===== src/rtl/freq_step_pkg.sv =====
`timescale 1ns/1ps
package freq_step_pkg;

  localparam int NUM_LVL = 5;
  localparam int LVL_W   = 3;
  localparam int WORD_W  = 32;

  localparam logic [WORD_W-1:0] PLL_FIELD_MASK = 32'h03FF_3F07;
  localparam logic [WORD_W-1:0] PLL_S_MASK     = 32'h0000_0007;
  localparam logic [WORD_W-1:0] DIV0_MASK      = 32'h0777_7777;
  localparam logic [WORD_W-1:0] DIV0_STAT_MASK = 32'h0111_1111;
  localparam logic [WORD_W-1:0] DIV1_MASK      = 32'h0000_0077;
  localparam logic [WORD_W-1:0] DIV1_STAT_MASK = 32'h0000_0011;

  // Control-to-datapath strobes
  typedef struct packed {
    logic accept;
    logic ackSame;
    logic wrDiv0;
    logic wrDiv1;
    logic wrLockTime;
    logic wrPllFull;
    logic wrPllS;
    logic setMuxAlt;
    logic setMuxMain;
    logic clrTimer;
    logic commit;
    logic raiseError;
  } seqStrobe_t;

  function automatic logic [WORD_W-1:0] packPll(input logic [9:0] m, input logic [5:0] p,
                                                input logic [2:0] s);
    return {6'd0, m, 2'd0, p, 5'd0, s};
  endfunction

  function automatic logic [WORD_W-1:0] pllFields(input logic [LVL_W-1:0] lvl);
    case (lvl)
      3'd0:    return packPll(10'd150, 6'd3, 3'd1);
      3'd1:    return packPll(10'd250, 6'd6, 3'd1);
      3'd2:    return packPll(10'd200, 6'd6, 3'd1);
      3'd3:    return packPll(10'd250, 6'd6, 3'd2);
      default: return packPll(10'd200, 6'd6, 3'd3);
    endcase
  endfunction

  // fields: 7 x 3 bits, field k in bits 3k+2:3k, placed at word bits 4k+2:4k
  function automatic logic [WORD_W-1:0] packDiv0(input logic [20:0] fields);
    logic [WORD_W-1:0] w;
    w = '0;
    for (int k = 0; k < 7; k++) w[4*k +: 3] = fields[3*k +: 3];
    return w;
  endfunction

  // concatenation order: pll, dbg, trace, periph, coreM1, coreM0, core
  function automatic logic [WORD_W-1:0] div0Fields(input logic [LVL_W-1:0] lvl);
    case (lvl)
      3'd0, 3'd1: return packDiv0({3'd7, 3'd1, 3'd4, 3'd3, 3'd7, 3'd3, 3'd0});
      3'd2, 3'd3: return packDiv0({3'd7, 3'd1, 3'd3, 3'd3, 3'd7, 3'd3, 3'd0});
      default:    return packDiv0({3'd0, 3'd1, 3'd3, 3'd1, 3'd3, 3'd1, 3'd0});
    endcase
  endfunction

  function automatic logic [WORD_W-1:0] div1Fields(input logic [LVL_W-1:0] lvl);
    logic [2:0] copyDiv;
    case (lvl)
      3'd0:    copyDiv = 3'd5;
      3'd1:    copyDiv = 3'd4;
      default: copyDiv = 3'd3;
    endcase
    return {24'd0, 1'b0, copyDiv, 1'b0, 3'd0};
  endfunction

endpackage


===== src/rtl/freq_step_ctrl.sv =====
`timescale 1ns/1ps
module freq_step_ctrl
  import freq_step_pkg::*;
(
  input  logic       clk,
  input  logic       rstN,
  input  logic       reqValid,
  input  logic       levelValid,
  input  logic       sameLevel,
  input  logic       relockNeeded,
  input  logic       goingFaster,
  input  logic       settled,
  input  logic       timedOut,
  input  logic       div0Clear,
  input  logic       div1Clear,
  input  logic       muxAtAlt,
  input  logic       muxAtMain,
  input  logic       pllLocked,
  output seqStrobe_t stb,
  output logic       busy
);

  typedef enum logic [3:0] {
    S_IDLE, S_START, S_DIV0_WR, S_DIV0_WAIT, S_DIV1_WR, S_DIV1_WAIT,
    S_PLL_S, S_MUX_ALT, S_ALT_WAIT, S_LOCKT, S_PLL_FULL, S_LOCK_WAIT,
    S_MUX_MAIN, S_MAIN_WAIT, S_FINISH
  } seqState_t;

  seqState_t state, nxt;
  seqState_t pllEntry, pllExit, divExit;
  logic      waitCond;
  seqState_t waitNext;
  logic      inWait;

  assign pllEntry = relockNeeded ? S_MUX_ALT : S_PLL_S;
  assign pllExit  = goingFaster ? S_FINISH : S_DIV0_WR;
  assign divExit  = goingFaster ? pllEntry : S_FINISH;

  // Condition and successor of the current wait state
  always_comb begin
    inWait   = 1'b1;
    waitCond = 1'b0;
    waitNext = S_IDLE;
    case (state)
      S_DIV0_WAIT: begin waitCond = div0Clear; waitNext = S_DIV1_WR;  end
      S_DIV1_WAIT: begin waitCond = div1Clear; waitNext = divExit;    end
      S_ALT_WAIT:  begin waitCond = muxAtAlt;  waitNext = S_LOCKT;    end
      S_LOCK_WAIT: begin waitCond = pllLocked; waitNext = S_MUX_MAIN; end
      S_MAIN_WAIT: begin waitCond = muxAtMain; waitNext = pllExit;    end
      default:     inWait = 1'b0;
    endcase
  end

  always_comb begin
    stb = '0;
    nxt = state;
    if (inWait) begin
      if (settled && waitCond) begin
        nxt = waitNext;
      end else if (timedOut) begin
        stb.raiseError = 1'b1;
        nxt = S_IDLE;
      end
    end else begin
      case (state)
        S_IDLE: begin
          if (reqValid && levelValid) begin
            if (sameLevel) begin
              stb.ackSame = 1'b1;
            end else begin
              stb.accept = 1'b1;
              nxt = S_START;
            end
          end
        end
        S_START:    nxt = goingFaster ? S_DIV0_WR : pllEntry;
        S_DIV0_WR:  begin stb.wrDiv0 = 1'b1; stb.clrTimer = 1'b1; nxt = S_DIV0_WAIT; end
        S_DIV1_WR:  begin stb.wrDiv1 = 1'b1; stb.clrTimer = 1'b1; nxt = S_DIV1_WAIT; end
        S_PLL_S:    begin stb.wrPllS = 1'b1; nxt = pllExit; end
        S_MUX_ALT:  begin stb.setMuxAlt = 1'b1; stb.clrTimer = 1'b1; nxt = S_ALT_WAIT; end
        S_LOCKT:    begin stb.wrLockTime = 1'b1; nxt = S_PLL_FULL; end
        S_PLL_FULL: begin stb.wrPllFull = 1'b1; stb.clrTimer = 1'b1; nxt = S_LOCK_WAIT; end
        S_MUX_MAIN: begin stb.setMuxMain = 1'b1; stb.clrTimer = 1'b1; nxt = S_MAIN_WAIT; end
        S_FINISH:   begin stb.commit = 1'b1; nxt = S_IDLE; end
        default:    nxt = S_IDLE;
      endcase
    end
  end

  always_ff @(posedge clk) begin
    if (!rstN) state <= S_IDLE;
    else       state <= nxt;
  end

  assign busy = (state != S_IDLE);

endmodule


===== src/rtl/freq_step_dp.sv =====
`timescale 1ns/1ps
module freq_step_dp
  import freq_step_pkg::*;
#(
  parameter int                 TMO_W       = 16,
  parameter logic [LVL_W-1:0]   RESET_LEVEL = 3'd2
)(
  input  logic              clk,
  input  logic              rstN,
  input  seqStrobe_t        stb,
  input  logic [LVL_W-1:0]  reqLevel,
  input  logic [TMO_W-1:0]  timeoutLimit,
  input  logic [WORD_W-1:0] pllWordIn,
  input  logic [2:0]        muxStatus,
  input  logic [WORD_W-1:0] div0WordIn,
  input  logic [WORD_W-1:0] div0Status,
  input  logic [WORD_W-1:0] div1WordIn,
  input  logic [WORD_W-1:0] div1Status,
  output logic              levelValid,
  output logic              sameLevel,
  output logic              relockNeeded,
  output logic              goingFaster,
  output logic              settled,
  output logic              timedOut,
  output logic              div0Clear,
  output logic              div1Clear,
  output logic              muxAtAlt,
  output logic              muxAtMain,
  output logic [WORD_W-1:0] pllWordOut,
  output logic              pllWe,
  output logic              lockTimeWe,
  output logic              coreMuxAlt,
  output logic [WORD_W-1:0] div0WordOut,
  output logic              div0We,
  output logic [WORD_W-1:0] div1WordOut,
  output logic              div1We,
  output logic              done,
  output logic              errorFlag,
  output logic [LVL_W-1:0]  curLevel
);

  localparam logic [LVL_W-1:0] MAX_LVL  = LVL_W'(NUM_LVL - 1);
  localparam logic [WORD_W-1:0] MP_MASK = PLL_FIELD_MASK & ~PLL_S_MASK;

  logic [LVL_W-1:0]  tgtLevel;
  logic [TMO_W-1:0]  tmoCnt;
  logic [WORD_W-1:0] tgtPll, curPll;

  assign tgtPll       = pllFields(tgtLevel);
  assign curPll       = pllFields(curLevel);
  assign levelValid   = (reqLevel <= MAX_LVL);
  assign sameLevel    = (reqLevel == curLevel);
  assign relockNeeded = ((tgtPll & MP_MASK) != (curPll & MP_MASK));
  assign goingFaster  = (tgtLevel < curLevel);
  assign settled      = (tmoCnt != '0);
  assign timedOut     = settled && (tmoCnt >= timeoutLimit);
  assign div0Clear    = ((div0Status & DIV0_STAT_MASK) == '0);
  assign div1Clear    = ((div1Status & DIV1_STAT_MASK) == '0);
  assign muxAtAlt     = (muxStatus == 3'd2);
  assign muxAtMain    = (muxStatus == 3'd1);

  always_ff @(posedge clk) begin
    if (!rstN) begin
      curLevel    <= RESET_LEVEL;
      tgtLevel    <= RESET_LEVEL;
      pllWordOut  <= '0;
      div0WordOut <= '0;
      div1WordOut <= '0;
      pllWe       <= 1'b0;
      lockTimeWe  <= 1'b0;
      div0We      <= 1'b0;
      div1We      <= 1'b0;
      coreMuxAlt  <= 1'b0;
      done        <= 1'b0;
      errorFlag   <= 1'b0;
      tmoCnt      <= '0;
    end else begin
      pllWe      <= stb.wrPllFull | stb.wrPllS;
      lockTimeWe <= stb.wrLockTime;
      div0We     <= stb.wrDiv0;
      div1We     <= stb.wrDiv1;
      done       <= stb.commit | stb.ackSame;

      if (stb.accept) tgtLevel <= reqLevel;
      if (stb.accept || stb.ackSame) errorFlag <= 1'b0;
      else if (stb.raiseError)       errorFlag <= 1'b1;
      if (stb.commit) curLevel <= tgtLevel;

      if (stb.wrPllFull)
        pllWordOut <= (pllWordIn & ~PLL_FIELD_MASK) | tgtPll;
      else if (stb.wrPllS)
        pllWordOut <= (pllWordIn & ~PLL_S_MASK) | (tgtPll & PLL_S_MASK);
      if (stb.wrDiv0) div0WordOut <= (div0WordIn & ~DIV0_MASK) | div0Fields(tgtLevel);
      if (stb.wrDiv1) div1WordOut <= (div1WordIn & ~DIV1_MASK) | div1Fields(tgtLevel);

      if (stb.setMuxAlt)       coreMuxAlt <= 1'b1;
      else if (stb.setMuxMain) coreMuxAlt <= 1'b0;

      if (stb.clrTimer)       tmoCnt <= '0;
      else if (tmoCnt != '1) tmoCnt <= tmoCnt + 1'b1;
    end
  end

endmodule


===== src/rtl/freq_step_seq.sv =====
`timescale 1ns/1ps
module freq_step_seq
  import freq_step_pkg::*;
#(
  parameter int               TMO_W       = 16,
  parameter logic [LVL_W-1:0] RESET_LEVEL = 3'd2,
  parameter logic [19:0]      LOCK_TIME   = 20'd4050
)(
  input  logic              clk,
  input  logic              rstN,
  input  logic              reqValid,
  input  logic [LVL_W-1:0]  reqLevel,
  input  logic [TMO_W-1:0]  timeoutLimit,
  input  logic [WORD_W-1:0] pllWordIn,
  input  logic              pllLocked,
  input  logic [2:0]        muxStatus,
  input  logic [WORD_W-1:0] div0WordIn,
  input  logic [WORD_W-1:0] div0Status,
  input  logic [WORD_W-1:0] div1WordIn,
  input  logic [WORD_W-1:0] div1Status,
  output logic [WORD_W-1:0] pllWordOut,
  output logic              pllWe,
  output logic [19:0]       lockTimeWord,
  output logic              lockTimeWe,
  output logic              coreMuxAlt,
  output logic [WORD_W-1:0] div0WordOut,
  output logic              div0We,
  output logic [WORD_W-1:0] div1WordOut,
  output logic              div1We,
  output logic              busy,
  output logic              done,
  output logic              errorFlag,
  output logic [LVL_W-1:0]  curLevel
);

  seqStrobe_t stb;
  logic levelValid, sameLevel, relockNeeded, goingFaster, settled, timedOut;
  logic div0Clear, div1Clear, muxAtAlt, muxAtMain;

  assign lockTimeWord = LOCK_TIME;

  freq_step_ctrl u_ctrl (
    .clk(clk), .rstN(rstN), .reqValid(reqValid), .levelValid(levelValid),
    .sameLevel(sameLevel), .relockNeeded(relockNeeded), .goingFaster(goingFaster),
    .settled(settled), .timedOut(timedOut), .div0Clear(div0Clear), .div1Clear(div1Clear),
    .muxAtAlt(muxAtAlt), .muxAtMain(muxAtMain), .pllLocked(pllLocked),
    .stb(stb), .busy(busy)
  );

  freq_step_dp #(.TMO_W(TMO_W), .RESET_LEVEL(RESET_LEVEL)) u_dp (
    .clk(clk), .rstN(rstN), .stb(stb), .reqLevel(reqLevel), .timeoutLimit(timeoutLimit),
    .pllWordIn(pllWordIn), .muxStatus(muxStatus), .div0WordIn(div0WordIn),
    .div0Status(div0Status), .div1WordIn(div1WordIn), .div1Status(div1Status),
    .levelValid(levelValid), .sameLevel(sameLevel), .relockNeeded(relockNeeded),
    .goingFaster(goingFaster), .settled(settled), .timedOut(timedOut),
    .div0Clear(div0Clear), .div1Clear(div1Clear), .muxAtAlt(muxAtAlt), .muxAtMain(muxAtMain),
    .pllWordOut(pllWordOut), .pllWe(pllWe), .lockTimeWe(lockTimeWe), .coreMuxAlt(coreMuxAlt),
    .div0WordOut(div0WordOut), .div0We(div0We), .div1WordOut(div1WordOut), .div1We(div1We),
    .done(done), .errorFlag(errorFlag), .curLevel(curLevel)
  );

endmodule


===== config.mk =====
export PLATFORM = sky130hd
export DESIGN_NAME = freq_step_seq
export DESIGN_NICKNAME = d
export VERILOG_FILES = /design/src/rtl/freq_step_pkg.sv /design/src/rtl/freq_step_ctrl.sv /design/src/rtl/freq_step_dp.sv /design/src/rtl/freq_step_seq.sv
export SDC_FILE = /design/constraint.sdc
export NUM_CORES = 1
export LEC_CHECK = 0
export ABC_AREA = 1
export BUFFER_PORTS_ARGS = -buffer_cell sky130_fd_sc_hd__buf_2
export CORE_AREA = 4 4 118 120
export CTS_BUF_LIST = sky130_fd_sc_hd__clkbuf_16
export DETAILED_ROUTE_END_ITERATION = 7
export DIE_AREA = 0 0 122 124
export PLACE_DENSITY = 0.78
export REMOVE_ABC_BUFFERS = 1
export SLEW_MARGIN = 30
export SYNTH_ARGS = -nofsm -noshare
export SYNTH_HDL_FRONTEND = slang
export SYNTH_SLANG_ARGS = --single-unit
export TNS_END_PERCENT = 20

===== constraint.sdc =====
create_clock -name clk -period 5.6 [get_ports clk]
set_clock_uncertainty 0.1 [all_clocks]
set_input_delay 1.12 -clock clk [delete_from_list [all_inputs] [get_ports clk]]
set_output_delay 1.12 -clock clk [all_outputs]
set_load 0.02 [all_outputs]

# Yosys cells after proc, flatten, opt, wreduce, memory -nomap -nowiden
# Cells that the tools add are included.
dict set report classes {
  eq_ne 28
  addsub 1
  n_bitwise 7
  reduce_logical 21
  order_cmp 3
  mux 42
}
# cell n
set ops {}
lappend ops {{$pmux W23 S4} 2}
lappend ops {{$mux W32} 4}
lappend ops {{$logic_not A32 Y1} 2}
lappend ops {{$or A32 B32 Y32} 2}
lappend ops {{$pmux W27 S2} 1}
lappend ops {{$pmux W4 S9} 1}
lappend ops {{$mux W4} 8}
lappend ops {{$or A32 B3 Y32} 1}
lappend ops {{$or A32 B7 Y32} 1}
lappend ops {{$eq A4 B4 Y1 const B} 7}
lappend ops {{$pmux W4 S5} 1}
lappend ops {{$mux W1} 18}
lappend ops {{$add A16 B1 Y16 const B} 1}
lappend ops {{$eq A4 B3 Y1 const B} 4}
lappend ops {{$ge A16 B16 Y1} 1}
lappend ops {{$ne A16 B16 Y1 const B} 1}
lappend ops {{$reduce_bool A16 Y1} 1}
lappend ops {{$eq A3 B2 Y1 const B} 5}
lappend ops {{$ne A14 B14 Y1} 1}
lappend ops {{$mux W11} 1}
lappend ops {{$reduce_or A2 Y1} 5}
lappend ops {{$reduce_or A5 Y1} 2}
lappend ops {{$eq A3 B1 Y1 const B} 3}
lappend ops {{$eq A4 B2 Y1 const B} 2}
lappend ops {{other kinds (20)} 27}
dict set report totals {
  ff_bits 129
  wordCells 116
  in_bits 186
}

# Logic depth before layout (Yosys ltp)
dict set report logic_depth {
  ltp_word 8
  ltp_mapped 16
  ltp_nobuf 16
}

# Cells and area by module
# Synthesis repeated with hierarchy kept, for this count alone.
dict set report hier_totals {
  cells_unflattened 780
  hier_area_um2 5461.5
}
# module seq_area_each_um2 instances area_per_inst_um2 cells_per_inst
set by_module_without_submodules {}
lappend by_module_without_submodules {freq_step_dp 2082.0 1 4753.3 651}
lappend by_module_without_submodules {freq_step_ctrl 80.1 1 550.5 107}
lappend by_module_without_submodules {freq_step_seq 0.0 1 157.7 22}

# Least setup slack after synthesis
# No wires, ideal clock.
dict set report synth_timing {
  path_type {input port to flip-flop}
  startpoint {input port timeoutLimit[11]}
  endpoint {register u_ctrl.state[1]}
  n_path_buf 0
  arrival_time_ns 2.281
  setup_ns 0.115
  path_stages 13
  path_slack_ns 3.104
  cell_sequence {inv_1 ha_1 nand2_1 inv_1 nand3_1 nor3_1 nand3_1 nand3_1 nand2_1 nand2_4 nand3_1 nand2_1 nor2_1}
}
dict set report synth_via {
  elab_chain_cells 4
}
# item line_no
set synth_lines {}
lappend synth_lines {{from (decl)} freq_step_seq.sv:13} ;# input logic [TMO_W-1:0] timeoutLimit,
lappend synth_lines {{$ge A16 B16 Y1} freq_step_dp.sv:56} ;# assign timedOut = settled && (tmoCnt >= timeoutLimit);
lappend synth_lines {{$logic_and A1 B1 Y1} freq_step_dp.sv:56}
lappend synth_lines {{$ne A3 B3 Y1 (no line)} --}
lappend synth_lines {{$reduce_and A3 Y1 (no line)} --}
lappend synth_lines {{to (signal assigned)} freq_step_ctrl.sv:92} ;# else state <= nxt;
lappend synth_lines {{to (decl)} freq_step_ctrl.sv:29} ;# seqState_t state, nxt;
# Every way passes these cells.
# A chain may end at the register's enable or synchronous reset.

# Final worst setup path
dict set report layout_timing {
  startpoint {input port rstN}
  endpoint {register u_dp.tmoCnt[15]}
}
dict set report layout_via {
  elab_chain_cells 2
}
# item line_no
set layout_lines {}
lappend layout_lines {{from (decl)} freq_step_seq.sv:10} ;# input logic rstN,
lappend layout_lines {{$not A1 Y1 (no line)} --}
lappend layout_lines {{$reduce_or A2 Y1 (no line)} --}
lappend layout_lines {{to (signal assigned)} freq_step_dp.sv:100} ;# else if (tmoCnt != '1) tmoCnt <= tmoCnt + 1'b1;
lappend layout_lines {{to (decl)} freq_step_dp.sv:46} ;# logic [TMO_W-1:0] tmoCnt;
# Every way passes these cells.

==> impl_metrics.json <==
{
  "status": "completed",
  "cp.arrival_ns": 3.24,
  "grtUsageTotal_pct": 17.6,
  "path_cells": "buf_2 > buf_4 > inv_1 > nor3_4 > inv_2 > a311oi_1",
  "first_iter_violations": 296,
  "clock.fmax_mhz": 324,
  "core_area_um2": 13000,
  "final.setup.worst_slack_ns": 2.52,
  "clk_pin_slew_ns": 0.08,
  "rr_endpoint": "u_dp.div1WordOut[4]",
  "vias": 5211,
  "clk_latency_ns": 0.35,
  "p_sw_mw": 1.05,
  "p_total_mw": 2.59,
  "std_cell_rows": 42,
  "r2r_slack_ns": 2.58,
  "power.density_nw_per_um2": 391,
  "synth_seq_cells": 108,
  "critical_path_depth": 6,
  "avgViaCountPerCell": 4.67,
  "critical_path_required_ns": 5.76,
  "final_nets": 1140,
  "critPathKind": "input port to flop",
  "hold_ws_ns": 0.362,
  "cts_tree": "done",
  "yosysWarnings": 0,
  "cp-endpoint": "u_dp.tmoCnt[15]",
  "final_common_cell": "buf_2",
  "post-cts-setup-buffer-count": 0,
  "cp_num_buf_inv": 4,
  "worst_pin_slew_ns": 0.887,
  "hold_viol_final": 0,
  "synth-async-reset-ratio_pct": 0,
  "internal_power_mw": 1.54,
  "maxCapViolCount": 0,
  "drc": 0,
  "ys_types": 42,
  "share_clk_of_total_power_pct": 24.3,
  "dpl_worst_slack_ns": 2.20,
  "io_buffers": 196,
  "timing.rr.start": "u_ctrl.state[0]",
  "final_antenna_net_count": 0,
  "detail_route.wl_per_cell_um": 12.4,
  "gp_congestion": 0.900,
  "grt_pass1_wl_um": 21700,
  "synth_cells": 761,
  "startpoint": "rstN",
  "post-dp-hpwl_um": 10700,
  "rsz0062_at_grt": "false",
  "relSlewSlack_pct": 40.7,
  "die_w_um": 122,
  "postCtsHoldBufs": 0,
  "clock-sinks": 108,
  "cpPeakStageDelay_ns": 0.55,
  "slowest_stage": "inv_1",
  "die_h_um": 124,
  "setup_violations": 0,
  "cpLargestDelayFamily": "buffers and inverters",
  "drive_above_1_share_pct": 26.2,
  "crit_fanout": 71,
  "pin_count": 313,
  "antenna_found_initial": 3,
  "grt_overflow_total": 0,
  "first_global_vias": 4532,
  "synth_edf_count": 0,
  "areaGrowthSynthToFinish_pct": 22.0,
  "layout_min_cycle_time_ns": 3.08,
  "power.leakage_nw": 3.37,
  "p_seq_share_pct": 38.8,
  "syn-cell-area_um2": 5430,
  "p_sw_share_pct": 40.7,
  "mostFrequentLayoutCells": "buf_2, nor2_1, dfxtp_1",
  "avgSynthCellArea_um2": 7.14,
  "cts-root-buf": "clkbuf_16",
  "grt_max_degree": 72,
  "crit_path_start_kind": "input port",
  "ctsHtreeMaxLevel": 3,
  "min_path_type": "flop to flop",
  "p_comb_share_pct": 36.9,
  "ir_worst_vdd_v": 0.000220,
  "synthFlopType": "dfxtp_1",
  "initial_core_util_pct": 41.8,
  "ys_seq_area_share_pct": 39.8,
  "rr_worst_depth": 5,
  "dieArea_um2": 15100,
  "post_cts_resize_count": 0,
  "drtPass1Iterations": 4,
  "post-route-util_pct": 51.1,
  "wl_um": 13900,
  "tns_ns": 0,
  "cts_buffer_depth": 2,
  "crit_path_end_kind": "flop",
  "finalCritPeriodShare_pct": 55.0,
  "slew_viol_final": 0,
  "cts_buffers": 9
}
[final cells by class]
class / instances / area [um2]
well taps: 176 / 220
clock buffers: 9 / 225
inverters: 84 / 317
clock inverters: 7 / 73.8
flip-flops and latches: 108 / 2160
multi-input cells: 534 / 2640
fillers: 1339 / 6350
repair buffers: 197 / 988
diodes: 1 / 2.50
[worst reg2reg max path, delay by kind of cell (launching register included)]
kind	cells	cell delay, ns
and+or+nand+nor	3	0.90
buffers and inverters	1	0.94
DFF	1	0.49
AOI/OAI and AO/OA	1	0.48
[how the worst min path moves through the flow]
| stage | end | start | slack [ns] | cells after the start |
|---|---|---|---|---|
| after floorplan | u_dp.tmoCnt[0] | u_dp.tmoCnt[0] | 0.38 | 2 |
| after global placement | u_dp.pllWordOut[13] | u_dp.pllWordOut[13] | 0.35 | 2 |
| after detailed placement | u_dp.pllWordOut[13] | u_dp.pllWordOut[13] | 0.36 | 2 |
| after CTS | u_dp.pllWordOut[13] | u_dp.pllWordOut[13] | 0.37 | 2 |
| after global routing | u_dp.pllWordOut[16] | u_dp.pllWordOut[16] | 0.39 | 2 |
| final | u_dp.pllWordOut[13] | u_dp.pllWordOut[13] | 0.36 | 2 |
[logic make-up (layout without fill, tap and decap cells)]
| group | count (synthesis) | in the layout | synth area share [%] |
|---|---|---|---|
| xor+xnor | 9 | 9 | 1.45 |
| simple gates | 345 | 345 | 27.6 |
| compound gates | 129 | 129 | 12.7 |
| fa+ha+maj | 20 | 20 | 4.61 |
| buf+inv | 148 | 297 | 13.7 |
| other cells | 2 | 32 | 0.138 |
| flops | 108 | 108 | 39.8 |
[metal layers]
metal	global-route usage, %	wire length [um]	vias to the layer above
li1	-	-	2704
met1	22.4	5910	2312
met2	28.6	6670	166
met3	5.36	974	25
met4	6.02	273	4
met5	0	32	-
[synthesized netlist by cell type (4+ instances only)]
cell | n | area share [%]
nor3_1 | 17 | 1.6
o21ai_0 | 75 | 6.9
nand2_2 | 8 | 0.92
nand2_1 | 107 | 7.4
dfxtp_1 | 108 | 40
buf_4 | 44 | 6.1
a31oi_1 | 6 | 0.69
inv_2 | 4 | 0.28
o21ai_1 | 4 | 0.37
inv_1 | 78 | 5.4
nand3_1 | 30 | 2.8
ha_1 | 20 | 4.6
a21oi_1 | 35 | 3.2
nor2_1 | 157 | 11
xor2_1 | 6 | 0.97
nand3_2 | 4 | 0.74
nor2_2 | 7 | 0.81
nand4_1 | 4 | 0.46
buf_2 | 5 | 0.46
clkbuf_1 | 13 | 0.90
[through the flow]
stage                     instances  area [um2]
after floorplan                 726        5110
after global placement         1099        6320
after detailed placement       1099        6330
after CTS                      1115        6630
after global routing           1116        6630
final                          1116        6630
[power groups by stage]
stage / registers, mW / clock network, mW / logic [mW]
6_report: 1.00 / 0.630 / 0.955
5_1_grt: 1.02 / 0.683 / 1.08
4_1_cts: 1.01 / 0.650 / 0.962
3_5_place_dp: 1.02 / 0 / 0.958
3_3_place_gp: 1.02 / 0 / 0.946
2_1_floorplan: 1.19 / 0 / 0.478
[flip-flops by register name (all words and copies together) (netlist names)]
signal	flops
u_dp.coreMuxAlt	1
u_dp.pllWordOut	31
u_dp.div1WordOut	29
u_dp.tmoCnt	16
u_dp.div1We	1
u_dp.tgtLevel	3
u_dp.lockTimeWe	1
u_dp.curLevel	3
u_dp.done	1
u_dp.pllWe	1
u_dp.errorFlag	1
u_dp.div0WordOut	15
u_dp.div0We	1
u_ctrl.state	4
Note: power is estimated with default switching activity, not from simulation.
